--- src/rtl/dmaregs_pkg.sv ---
package dmaregs_pkg;

    localparam int REG_W_DEF = 32;

    // byte lanes of the low word
    localparam int CMD_LANE  = 0;
    localparam int STAT_LANE = 2;

    localparam logic [7:0] CMD_KEEP_MASK = 8'h09;

    typedef enum logic [1:0] {
        ACC_BYTE = 2'd0,
        ACC_HALF = 2'd1,
        ACC_WORD = 2'd2,
        ACC_WIDE = 2'd3
    } acc_size_e;

    typedef struct packed {
        logic [3:0] rsvd_hi;
        logic       dir;
        logic [1:0] rsvd_mid;
        logic       start;
    } cmd_t;

    typedef struct packed {
        logic [4:0] rsvd;
        logic       irq;
        logic       err;
        logic       busy;
    } stat_t;

endpackage

--- src/rtl/dmaregs_lanes.sv ---
module dmaregs_lanes
    import dmaregs_pkg::*;
#(
    parameter int REG_W = REG_W_DEF,
    localparam int LANES = REG_W / 8,
    localparam int OFF_W = $clog2(LANES),
    localparam int CNT_W = OFF_W + 2
) (
    input  logic [OFF_W-1:0] off,
    input  acc_size_e        size,
    input  logic [REG_W-1:0] wdata,
    output logic [LANES-1:0] lane_en,
    output logic [REG_W-1:0] wdata_sh,
    output logic [REG_W-1:0] rmask
);

    logic [CNT_W-1:0] nbytes;

    always_comb begin
        case (size)
            ACC_BYTE: nbytes = CNT_W'(1);
            ACC_HALF: nbytes = CNT_W'(2);
            default:  nbytes = CNT_W'(LANES);
        endcase
    end

    for (genvar i = 0; i < LANES; i++) begin : g_lane
        assign lane_en[i] = (CNT_W'(i) >= CNT_W'(off)) &&
                            (CNT_W'(i) <  CNT_W'(off) + nbytes);
    end

    assign wdata_sh = wdata << {off, 3'b000};
    assign rmask    = (nbytes >= CNT_W'(LANES)) ? '1 :
                      ((REG_W'(1) << {nbytes, 3'b000}) - REG_W'(1));

endmodule

--- src/rtl/dmaregs_base.sv ---
module dmaregs_base
    import dmaregs_pkg::*;
#(
    parameter int REG_W = REG_W_DEF,
    localparam int LANES = REG_W / 8
) (
    input  logic             clk,
    input  logic             rst,
    input  logic [LANES-1:0] we,
    input  logic [REG_W-1:0] wdata_sh,
    output logic [REG_W-1:0] base_q
);

    logic [7:0] lane_q [LANES];

    for (genvar i = 0; i < LANES; i++) begin : g_lane
        logic [7:0] nxt;
        if (i == 0) begin : g_align
            // pointer is 4-byte aligned: low two bits never store
            assign nxt = {wdata_sh[7:2], 2'b00};
        end else begin : g_plain
            assign nxt = wdata_sh[8*i +: 8];
        end

        always_ff @(posedge clk) begin
            if (rst)
                lane_q[i] <= '0;
            else if (we[i])
                lane_q[i] <= nxt;
        end

        assign base_q[8*i +: 8] = lane_q[i];
    end

endmodule

--- src/rtl/dmaregs_cmd.sv ---
module dmaregs_cmd
    import dmaregs_pkg::*;
#(
    parameter int REG_W = REG_W_DEF
) (
    input  logic             clk,
    input  logic             rst,
    input  logic             cmd_we,
    input  logic [7:0]       cmd_wdata,
    input  logic [REG_W-1:0] base_in,
    input  logic             eng_done,
    input  logic             eng_err,
    output cmd_t             cmd_q,
    output logic             busy,
    output logic             kick,
    output logic             stop,
    output logic [REG_W-1:0] fetch_ptr
);

    cmd_t wr_val;
    logic start_rise;
    logic start_fall;

    assign wr_val     = cmd_t'(cmd_wdata & CMD_KEEP_MASK);
    assign start_rise = cmd_we &&  wr_val.start && !cmd_q.start;
    assign start_fall = cmd_we && !wr_val.start &&  cmd_q.start;

    always_ff @(posedge clk) begin
        if (rst) begin
            cmd_q     <= '0;
            busy      <= 1'b0;
            kick      <= 1'b0;
            stop      <= 1'b0;
            fetch_ptr <= '0;
        end else begin
            kick <= start_rise && !busy;
            stop <= start_fall;
            if (cmd_we)
                cmd_q <= wr_val;
            if (start_rise)
                fetch_ptr <= base_in;
            if (start_rise && !busy)
                busy <= 1'b1;
            else if (eng_done || eng_err)
                busy <= 1'b0;
        end
    end

endmodule

--- src/rtl/dmaregs_status.sv ---
module dmaregs_status
    import dmaregs_pkg::*;
(
    input  logic       clk,
    input  logic       rst,
    input  logic       dev_irq,
    input  logic       eng_err,
    input  logic       st_we,
    input  logic [7:0] st_wdata,
    output logic       err_q,
    output logic       irq_q,
    output logic       irq_out
);

    stat_t clr;
    logic  irq_seen;
    logic  irq_rise;

    assign clr      = stat_t'(st_wdata);
    assign irq_rise = dev_irq && !irq_seen;

    always_ff @(posedge clk) begin
        if (rst) begin
            err_q    <= 1'b0;
            irq_q    <= 1'b0;
            irq_seen <= 1'b0;
        end else begin
            irq_seen <= dev_irq;
            if (eng_err)
                err_q <= 1'b1;
            else if (st_we && clr.err)
                err_q <= 1'b0;
            if (irq_rise)
                irq_q <= 1'b1;
            else if (st_we && clr.irq)
                irq_q <= 1'b0;
        end
    end

    assign irq_out = dev_irq;

endmodule

--- src/rtl/dma_busmaster_regs.sv ---
module dma_busmaster_regs
    import dmaregs_pkg::*;
#(
    parameter int REG_W = REG_W_DEF,
    localparam int LANES = REG_W / 8,
    localparam int OFF_W = $clog2(LANES),
    localparam int ADDR_W = OFF_W + 1
) (
    input  logic              clk,
    input  logic              rst,
    input  logic              reg_wr,
    input  logic [ADDR_W-1:0] reg_addr,
    input  logic [1:0]        reg_size,
    input  logic [REG_W-1:0]  reg_wdata,
    output logic [REG_W-1:0]  reg_rdata,
    input  logic              dev_irq,
    output logic              host_irq,
    output logic              eng_kick,
    output logic              eng_stop,
    output logic              eng_active,
    output logic              eng_dir,
    output logic [REG_W-1:0]  eng_ptr,
    input  logic              eng_done,
    input  logic              eng_err
);

    logic             sel_hi;
    logic [OFF_W-1:0] off;
    logic [LANES-1:0] lane_en;
    logic [REG_W-1:0] wdata_sh;
    logic [REG_W-1:0] rmask;
    logic [REG_W-1:0] base_q;
    logic [REG_W-1:0] lo_word;
    logic [LANES-1:0] base_we;
    logic             cmd_we;
    logic             st_we;
    logic             err_q;
    logic             irq_q;
    cmd_t             cmd_q;
    stat_t            stat_q;

    assign sel_hi = reg_addr[OFF_W];
    assign off    = reg_addr[OFF_W-1:0];

    dmaregs_lanes #(.REG_W(REG_W)) u_lanes (
        .off      (off),
        .size     (acc_size_e'(reg_size)),
        .wdata    (reg_wdata),
        .lane_en  (lane_en),
        .wdata_sh (wdata_sh),
        .rmask    (rmask)
    );

    assign base_we = {LANES{reg_wr && sel_hi}} & lane_en;
    assign cmd_we  = reg_wr && !sel_hi && lane_en[CMD_LANE];
    assign st_we   = reg_wr && !sel_hi && lane_en[STAT_LANE];

    dmaregs_base #(.REG_W(REG_W)) u_base (
        .clk      (clk),
        .rst      (rst),
        .we       (base_we),
        .wdata_sh (wdata_sh),
        .base_q   (base_q)
    );

    dmaregs_cmd #(.REG_W(REG_W)) u_cmd (
        .clk       (clk),
        .rst       (rst),
        .cmd_we    (cmd_we),
        .cmd_wdata (wdata_sh[8*CMD_LANE +: 8]),
        .base_in   (base_q),
        .eng_done  (eng_done),
        .eng_err   (eng_err),
        .cmd_q     (cmd_q),
        .busy      (eng_active),
        .kick      (eng_kick),
        .stop      (eng_stop),
        .fetch_ptr (eng_ptr)
    );

    dmaregs_status u_status (
        .clk      (clk),
        .rst      (rst),
        .dev_irq  (dev_irq),
        .eng_err  (eng_err),
        .st_we    (st_we),
        .st_wdata (wdata_sh[8*STAT_LANE +: 8]),
        .err_q    (err_q),
        .irq_q    (irq_q),
        .irq_out  (host_irq)
    );

    always_comb begin
        stat_q      = '0;
        stat_q.busy = eng_active;
        stat_q.err  = err_q;
        stat_q.irq  = irq_q;
    end

    always_comb begin
        lo_word                      = '0;
        lo_word[8*CMD_LANE  +: 8]    = cmd_q;
        lo_word[8*STAT_LANE +: 8]    = stat_q;
    end

    assign eng_dir   = cmd_q.dir;
    assign reg_rdata = ((sel_hi ? base_q : lo_word) >> {off, 3'b000}) & rmask;

endmodule

--- config.mk ---
export PLATFORM = sky130hd
export DESIGN_NAME = dma_busmaster_regs
export DESIGN_NICKNAME = d
export VERILOG_FILES = /design/src/rtl/dmaregs_pkg.sv /design/src/rtl/dmaregs_lanes.sv /design/src/rtl/dmaregs_base.sv /design/src/rtl/dmaregs_cmd.sv /design/src/rtl/dmaregs_status.sv /design/src/rtl/dma_busmaster_regs.sv
export SDC_FILE = /design/constraint.sdc
export NUM_CORES = 1
export LEC_CHECK = 0
export ABC_AREA = 1
export BUFFER_PORTS_ARGS = -buffer_cell sky130_fd_sc_hd__buf_2
export CORE_MARGIN = 2
export CORE_UTILIZATION = 56
export CTS_CLUSTER_SIZE = 14
export DETAILED_ROUTE_END_ITERATION = 10
export GPL_TIMING_DRIVEN = 0
export PLACE_DENSITY_LB_ADDON = 0.25
export REMOVE_ABC_BUFFERS = 1
export SYNTH_ARGS = -nofsm -noshare
export SYNTH_HDL_FRONTEND = slang
export SYNTH_SLANG_ARGS = --single-unit
--- constraint.sdc ---
create_clock -name clk -period 6.1 [get_ports clk]
set_input_delay 1.22 -clock clk [delete_from_list [all_inputs] [get_ports clk]]
set_output_delay 1.22 -clock clk [all_outputs]
set_load 0.05 [all_outputs]
==> qor.yml <==
synthCells: 496
io_pins: 112
crit_slowest_cell: "nor2_4"
synthTopCellsByArea: "edfxtp_1 (23%), dfxtp_1 (20%), nand2_1 (9.3%)"
grt_max_degree: 42
detail_route.wl_per_cell_um: 16.6
grt_setup_unrepaired: "no"
cap_viol_max_count: 0
fin_setup_tns_ns: 0
dp.cells: 655
first_pass_iters: 6
peakVddDrop_v: 0.000161
portBuffers: 109
busiest_layer: "met2"
async_reset_ff_share_pct: 0
use_met1_pct: 40.5
setup_viol: 0
power.density_nw_per_um2: 250
synth_top_area_share_pct: 23.4
cts_resized: 0
endpoint_kind: "output pin"
drt_iter0_drc: 422
slew_headroom_pct: 27.0
met2_usage_pct: 47.7
nFillCells: 577
cts_root_buf: "clkbuf_8"
period_minus_slack_ns: 5.05
cts_tree: "yes"
ys_ff_latch: 68
reg2reg_depth: 4
min_period_over_period_pct: 82.8
drive_gt1_share_pct: 29.8
die_height_um: 87.0
vias_per_cell: 5.69
use_met3_pct: 5.78
final_max_slew_viol_count: 0
postLayoutCellArea_um2: 4480
antenna_found_initial: 0
cts_max_level: 3
max_stage_delay_ns: 0.63
post-cts-setup-buffers: 0
drcViolationCount: 0
cts_hold_buf: 0
vias: 3819
synth_edf_count: 30
gr-usage-all-layers_pct: 29.6
synth.avg_cell_area_um2: 7.77
ys_top_cells_by_count: "nand2_1 (95), nor2_1 (75), inv_1 (41), o21ai_0 (41), dfxtp_1 (38)"
final_cells: 671
dieArea_um2: 7560
die_x_um: 87.0
finalHoldViolCount: 0
clk_latency_ns: 0.35
min_delay_path_depth: 2
timing.hold.ws_ns: 0.483
grt_pass1_vias: 3418
leakage_nw: 2.19
start_util_pct: 57.4
worstSetupStartpointType: "input pin"
synthFlopType: "dfxtp_1"
place.gp.congestion: 0.901
clkTransAtPathRegs_ns: 0.07
critical_path_required_ns: 4.88
syn_to_final_growth_pct: 16.3
finClkSkew_ns: 0.00460
yosys_warnings: 0
antenna_cells: 0
syn-cell-area_um2: 3850
drt_wl_total_mm: 11.1
holdCritPathClass: "flop to flop"
synth.most_common_cell: "nand2_1"
ys_seq_area_share_pct: 43.1
num_rows: 30
synth_top_area_cell: "edfxtp_1"
final_nets: 634
coreArea_um2: 6720
cts_sinks: 68
clock_path_buffers: 2
grt_overflow: 0
status: "finished clean"
r2r_slack_ns: 4.49
worst_pin_slew_ns: 1.09
cp.arrival_ns: 3.83
path_cells: "buf_2, inv_1, nor2_4, inv_1, nor2_1, a31oi_1, a21oi_1, buf_2"
synth_cell_types: 38
fin_util_pct: 66.7
post_dp_cell_area_um2: 4290
cts_buffers: 9
crit_fanout: 26
grt_pass1_wl_mm: 17.0
dp_hpwl_mm: 7.45
path_class: "input pin to output pin"
max_freq_ghz: 0.198
drtAntennaViolNets: 0
final cells by class:
| type | count | area (um^2) | area share (%) |
|---|---|---|---|
| multi-input cells | 353 | 1810 | 40.4 |
| flip-flops and latches | 68 | 1660 | 37.1 |
| repair buffers | 109 | 546 | 12.2 |
| clock buffers | 13 | 180 | 4.02 |
| inverters | 45 | 170 | 3.80 |
| well taps | 80 | 100 | 2.23 |
| clock inverters | 3 | 16.3 | 0.363 |
worst paths after layout:
check	start	to
setup / recovery	reg_addr[0]	reg_rdata[2]
hold / removal	u_status.err_q$_SDFFE_PP0P_	u_status.err_q$_SDFFE_PP0P_
setup reg to reg	u_cmd.cmd_q[0]$_SDFFE_PP0P_	u_cmd.fetch_ptr[9]$_SDFFE_PP0P_
hold reg to reg	u_status.err_q$_SDFFE_PP0P_	u_status.err_q$_SDFFE_PP0P_
metrics by stage:
| step | total power, mW | worst slack (ns) |
|---|---|---|
| global placement | 0.749 | 1.18 |
| detailed placement | 0.753 | 1.12 |
| CTS | 1.12 | 1.11 |
| floorplan | 0.675 | 1.98 |
| global route | 1.15 | 0.855 |
| finish | 1.12 | 1.05 |
registers in the layout, summed over array words and instances, names as in the netlist:
register           cells
u_cmd.kick             1
u_cmd.stop             1
u_status.err_q         1
u_cmd.cmd_q            2
u_base.lane_q         30
u_status.irq_seen      1
u_cmd.busy             1
u_status.irq_q         1
u_cmd.fetch_ptr       30
cell families after synthesis:
kind of cell	synth area share, %
and+or+nand+nor	28.9
AOI/OAI and AO/OA	16.0
buffers and inverters	10.0
DFF	43.1
adders and majority gates	1.82
other	0.0973
worst max-delay path, delay by kind of cell:
family                 cells  cell delay [ns]
buffers and inverters      4             1.52
AND/OR/NAND/NOR            2             0.80
AO/OA/AOI/OAI              2             0.27
report_power, final:
part / total, mW / switching (mW) / internal [mW]
registers: 0.515 / 0.0155 / 0.499
clock network: 0.373 / 0.180 / 0.194
logic: 0.231 / 0.173 / 0.0580
layout by cell type (no fill, tap or decap), types with 2 or more instances in the layout:
cell       instances
nand2_1           95
nor3_1             2
nor2_2            32
nand2_4            2
a22oi_1            3
inv_2              3
or2_2              8
inv_1             41
nor2_1            75
o21a_1             7
dfxtp_1           38
o211ai_1           3
nand3_1           18
o22ai_1            2
a21oi_1           16
a221oi_1           4
edfxtp_1          30
a2bb2oi_1          4
buf_2            109
clkbuf_8          11
nor2_8             2
ha_1               4
conb_1             2
o21ai_0           41
o21ai_1            9
a31oi_1           12
nand4_1            4
nand3_2            2
clkinv_2           3
routing by layer:
| metal | part of all wire [%] | wire length [um] |
|---|---|---|
| met5 | 0 | 0 |
| met4 | 1.6 | 178 |
| met3 | 10 | 1130 |
| met2 | 47 | 5270 |
| met1 | 41 | 4550 |
(Power assumes the default switching activity.)
